[src/rtl/pcu_pkg.sv]
package pcu_pkg;
    localparam int unsigned OP_W  = 8;
    localparam int unsigned LEN_W = 2;

    typedef enum logic [2:0] {
        K_SEQ   = 3'd0,
        K_COND  = 3'd1,
        K_SHORT = 3'd2,
        K_PAGE  = 3'd3,
        K_LONG  = 3'd4,
        K_INDIR = 3'd5
    } pcu_kind_e;
endpackage

[src/rtl/pcu_decode.sv]
module pcu_decode
    import pcu_pkg::*;
(
    input  logic [OP_W-1:0] opcode,
    output pcu_kind_e       kind
);
    logic is_cond;

    always_comb begin
        is_cond = 1'b0;
        // bit-test, carry, zero tests: rows 1..7 of column 0
        if (opcode[3:0] == 4'h0 && opcode[7:4] >= 4'h1 && opcode[7:4] <= 4'h7)
            is_cond = 1'b1;
        // compare-and-jump-if-not-equal: B4..BF
        if (opcode[7:4] == 4'hB && opcode[3:2] != 2'b00)
            is_cond = 1'b1;
        // decrement-and-jump: D5 and D8..DF
        if (opcode == 8'hD5 || opcode[7:3] == 5'b11011)
            is_cond = 1'b1;
    end

    always_comb begin
        kind = K_SEQ;
        if (opcode[3:0] == 4'h1)
            kind = K_PAGE;
        else if (opcode == 8'h02 || opcode == 8'h12)
            kind = K_LONG;
        else if (opcode == 8'h73)
            kind = K_INDIR;
        else if (opcode == 8'h80)
            kind = K_SHORT;
        else if (is_cond)
            kind = K_COND;
    end
endmodule

[src/rtl/pcu_target.sv]
module pcu_target
    import pcu_pkg::*;
#(
    parameter int unsigned ADDR_W = 16,
    parameter int unsigned PAGE_W = 11
) (
    input  pcu_kind_e         kind,
    input  logic [ADDR_W-1:0] cur_pc,
    input  logic [LEN_W-1:0]  instr_len,
    input  logic [OP_W-1:0]   opcode,
    input  logic [7:0]        rel_off,
    input  logic [7:0]        page_lo,
    input  logic [ADDR_W-1:0] abs_addr,
    input  logic [7:0]        acc,
    input  logic [ADDR_W-1:0] dptr,
    input  logic              cond_taken,
    output logic [ADDR_W-1:0] target,
    output logic              taken
);
    localparam int unsigned EXT_W = ADDR_W - 8;
    localparam int unsigned HI_W  = ADDR_W - PAGE_W;

    logic [ADDR_W-1:0] seq_addr;
    logic [ADDR_W-1:0] rel_addr;
    logic [ADDR_W-1:0] page_addr;
    logic [ADDR_W-1:0] ind_addr;

    assign seq_addr  = cur_pc + ADDR_W'(instr_len);
    assign rel_addr  = seq_addr + {{EXT_W{rel_off[7]}}, rel_off};
    assign page_addr = {seq_addr[ADDR_W-1 -: HI_W], opcode[7:5], page_lo};
    assign ind_addr  = dptr + ADDR_W'(acc);

    always_comb begin
        target = seq_addr;
        taken  = 1'b0;
        unique case (kind)
            K_SEQ: begin
                target = seq_addr;
                taken  = 1'b0;
            end
            K_COND: begin
                target = cond_taken ? rel_addr : seq_addr;
                taken  = cond_taken;
            end
            K_SHORT: begin
                target = rel_addr;
                taken  = 1'b1;
            end
            K_PAGE: begin
                target = page_addr;
                taken  = 1'b1;
            end
            K_LONG: begin
                target = abs_addr;
                taken  = 1'b1;
            end
            K_INDIR: begin
                target = ind_addr;
                taken  = 1'b1;
            end
            default: begin
                target = seq_addr;
                taken  = 1'b0;
            end
        endcase
    end
endmodule

[src/rtl/pc_next_unit.sv]
module pc_next_unit
    import pcu_pkg::*;
#(
    parameter int unsigned ADDR_W = 16,
    parameter int unsigned PAGE_W = 11
) (
    input  logic              clk,
    input  logic              rst_n,
    input  logic              in_valid,
    input  logic [ADDR_W-1:0] cur_pc,
    input  logic [1:0]        instr_len,
    input  logic [7:0]        opcode,
    input  logic [7:0]        rel_off,
    input  logic [7:0]        page_lo,
    input  logic [ADDR_W-1:0] abs_addr,
    input  logic [7:0]        acc,
    input  logic [ADDR_W-1:0] dptr,
    input  logic              cond_taken,
    output logic              out_valid,
    output logic [ADDR_W-1:0] next_pc,
    output logic              branch_taken
);
    pcu_kind_e         kind;
    logic [ADDR_W-1:0] target;
    logic              taken;

    pcu_decode u_dec (
        .opcode (opcode),
        .kind   (kind)
    );

    pcu_target #(.ADDR_W(ADDR_W), .PAGE_W(PAGE_W)) u_tgt (
        .kind       (kind),
        .cur_pc     (cur_pc),
        .instr_len  (instr_len),
        .opcode     (opcode),
        .rel_off    (rel_off),
        .page_lo    (page_lo),
        .abs_addr   (abs_addr),
        .acc        (acc),
        .dptr       (dptr),
        .cond_taken (cond_taken),
        .target     (target),
        .taken      (taken)
    );

    always_ff @(posedge clk or negedge rst_n) begin
        if (!rst_n) begin
            out_valid    <= 1'b0;
            next_pc      <= '0;
            branch_taken <= 1'b0;
        end else begin
            out_valid <= in_valid;
            if (in_valid) begin
                next_pc      <= target;
                branch_taken <= taken;
            end
        end
    end
endmodule

[config.mk]
export PLATFORM = sky130hd
export DESIGN_NAME = pc_next_unit
export DESIGN_NICKNAME = d
export VERILOG_FILES = /design/src/rtl/pcu_pkg.sv /design/src/rtl/pcu_decode.sv /design/src/rtl/pcu_target.sv /design/src/rtl/pc_next_unit.sv
export SDC_FILE = /design/constraint.sdc
export NUM_CORES = 1
export LEC_CHECK = 0
export BUFFER_PORTS_ARGS = -buffer_cell sky130_fd_sc_hd__buf_2
export CAP_MARGIN = 20
export CORE_MARGIN = 5
export CORE_UTILIZATION = 29
export DETAILED_ROUTE_END_ITERATION = 7
export PLACE_DENSITY = 0.51
export SLEW_MARGIN = 20
export SYNTH_ARGS = -nofsm -noshare
export SYNTH_HDL_FRONTEND = slang
export SYNTH_SLANG_ARGS = --single-unit
[constraint.sdc]
create_clock -name clk -period 0.8 [get_ports clk]
set_input_delay 0.04 -clock clk [delete_from_list [all_inputs] [get_ports clk]]
set_output_delay 0.04 -clock clk [all_outputs]
set_load 0.02 [all_outputs]
==> qor.yml <==
final_net_count: 696
cts_root_buf: "clkbuf_8"
timing.critical_path.to_type: "flip-flop"
floorplan.die.width_um: 106.3
count_of_buffers_inserted_at_the_top_level_ports: 103
final.setup.tns_ns: -22.41
post-place-cells: 657
fp.dieH_um: 106.3
pre_cts_ws_ns: -2.037
p_switching_mw: 2.060
timing.hold.worst.class: "in -> reg"
floorplan.die_area_um2: 11310
crit_type: "in -> reg"
grt_util_all_layers: 0.1778
rsz_0062_raised_after_global_routing: "true"
max-slew-margin-rel: 0.6734
first_iter_violations: 82
worst_tran_pin_value_ns: 0.4899
ys_top_cells_by_area: "dfrtp_1 17%, ha_1 13%, xnor2_1 7.2%"
clock_buffers_created_by_tritoncts: 3
synth_async_sr_flop_share: 1.000
setup_violations: 35
globalRouteOverflowTotal: 0
first_global_vias: 3505
synth-edff-count: 0
finalNonFillerCells: 690
irDropWorstVdd_uv: 738.6
clock_sinks: 18
average_via_count_per_standard_cell: 4.988
leakagePower_nw: 2.362
synth_top_area_cell: "dfrtp_1"
drc: 0
row_count: 35
gp_congestion: 0.8145
critical-path-max-stage-delay_ns: 0.39
crit_fanout: 4
number_of_library_cell_types_mapped_by_synthesis: 60
post-route-period-util: 3.084
post_synth_most_frequent_cells: "33 x nor2_1, 30 x nand2_1, 27 x ha_1"
synthToLayoutAreaGrowth_pct: 88.66
clock-skew-final_ns: 0
route.detailed.wl_per_inst_um: 14.87
seq_area_frac_synth: 0.1674
worst_skew_pair.late_latency_ns: 0.26
antenna_found_initial: 0
synth_seq_cells: 18
p_clk_frac: 0.147
drv_slew: 0
finalWorstSetupSlack_ns: -1.667
power_report.internal_total_mw: 3.411
crit_path_top_delay_cell: "fa_2"
antennaDiodeCount: 0
critPathLaunchType: "input pin"
routed-via-count: 3442
syn-instance-count: 338
global_route_wire_length_before_repair_um: 16430
number_of_max_cap_violations: 0
maximum_number_of_pins_on_one_net_before_global_route_repair: 19
routed_wirelength_um: 10260
combPwrFrac: 0.648
syn-num-nets: 454
timing.final.crit_period_ns: 2.467
netlist_area_um2: 2691
required_ns: 0.99
crit_chain: "buf_6 > ha_4 > fa_2 > nand2_2 > nor2_2 > xor2_1 > ha_1 > or2_4 > a21oi_4 > a31oi_4 > a311o_1 > nand3_1 > or3b_1 > a31oi_1"
finalHoldViolations: 0
ys_warn_count: 0
outcome: "finished with violations"
p_total_mw: 5.471
htree_levels: 1
failing_checks: "setup timing"
clk_pin_slew_worst_paths_ns: 0.08
firstDrtPassIters: 4
initial_utilization: 0.2941
finalCoreUtilization: 0.5548
synth_top_cell_area_share: 0.1674
yosysMostFrequentCell: "nor2_1"
core_area_um2: 9153
final_antenna_net_count: 0
dp_hpwl_um: 8444
critical_path_arrival_ns: 2.65
dominant_synthesized_flop_cell: "dfrtp_1"
cts_tree: "yes"
drive_gt1_frac: 0.5527
synthesized_area_per_cell_um2: 7.963
pin_count: 104
sequentialPowerShare: 0.205
fmax_mhz: 405.3
share_of_total_power_consumed_by_net_switching: 0.3765
power_density_nw_per_um2: 1078
clock_path_buffers: 2
[metrics by stage]
stage,cell area [µm²],hold WS (ns)
2_1_floorplan,2781,-0.2556
3_3_place_gp,4268,0.01408
3_5_place_dp,4268,0.02587
4_1_cts,4860,0.1065
5_1_grt,5077,0.1459
6_report,5077,0.1013
[path summary, 6_finish.rpt]
check                                         start                        to  slack [ns]  cells after the start
max                                    instr_len[0]   next_pc[14]$_DFFE_PN0P_       -1.67                     14
min                                    abs_addr[14]   next_pc[14]$_DFFE_PN0P_        0.10                      3
max reg2reg                 next_pc[12]$_DFFE_PN0P_   next_pc[12]$_DFFE_PN0P_       -0.04                      3
min reg2reg                branch_taken$_DFFE_PN0P_  branch_taken$_DFFE_PN0P_        0.54                      2
max in group asynchronous                     rst_n    next_pc[1]$_DFFE_PN0P_        0.20                      2
min in group asynchronous                     rst_n   next_pc[15]$_DFFE_PN0P_        0.26                      2
[state kept, by name (all words and copies together) (netlist names)]
signal / flops
branch_taken: 1
out_valid: 1
next_pc: 16
[final cells by class]
cell class | instances | area (µm²)
inverter | 8 | 30.03
sequential | 18 | 450.4
timing repair buffer | 248 | 1826
tap | 111 | 138.9
clock buffer | 4 | 55.05
multi-input combinational | 301 | 2577
fill | 838 | 4075
[power groups by stage]
stage / clock (mW) / combinational, mW / sequential [mW]
floorplan: 0 / 1.31 / 1.25
global placement: 0 / 2.76 / 1.12
detailed placement: 0 / 2.79 / 1.11
CTS: 0.815 / 3.33 / 1.12
global route: 0.850 / 3.84 / 1.14
finish: 0.803 / 3.55 / 1.12
[timing repair]
item	CTS	global route
setup buffers	20	8
endpoints found under the hold margin	18	0
cloned	0	0
pin swaps	48	32
hold buffers	1	0
gates resized for setup	92	29
endpoints found under the setup margin	35	35
[cells by family (layout without fill, tap and decap cells)]
family,count (synthesis),after routing,synth area share
buffers and inverters,19,260,0.03022
adder cells (fa/ha/maj),30,30,0.1478
XOR/XNOR,42,42,0.1367
flip-flops,18,18,0.1674
AO/OA/AOI/OAI,103,103,0.2752
AND/OR/NAND/NOR,126,126,0.2427
[critical path, delay by kind of cell]
family                   cells  cell delay (ns)
XOR/XNOR                     1             0.18
buffers and inverters        1             0.10
AND/OR/NAND/NOR              5             0.82
AO/OA/AOI/OAI                4             0.67
adder cells (fa/ha/maj)      3             0.83
[routing by layer]
metal | wire length (µm) | global-route usage | up-vias
li1 | - | - | 1756
met1 | 4253 | 0.2235 | 1609
met2 | 5497 | 0.3317 | 73
met3 | 437 | 0.02550 | 4
met4 | 73 | 0.01573 | 0
met5 | 0 | 0 | -
[layout by cell type (no fill, tap or decap), drive strengths merged, types with 3 or more instances in the layout]
cell / n
a22oi: 15
clkbuf: 4
nor3: 9
xor2: 20
buf: 247
a211oi: 3
o22ai: 5
nand3: 21
nand2: 30
a221oi: 6
nand4: 4
a21oi: 22
a21o: 5
o22a: 6
or2: 3
fa: 3
nor2: 34
o21ai: 13
ha: 27
a31oi: 3
nor4: 4
inv: 8
xnor2: 22
o21bai: 3
dfrtp: 18
nand2b: 3
nor2b: 4
o211ai: 5
No activity file was read; power rests on OpenSTA's default activity.
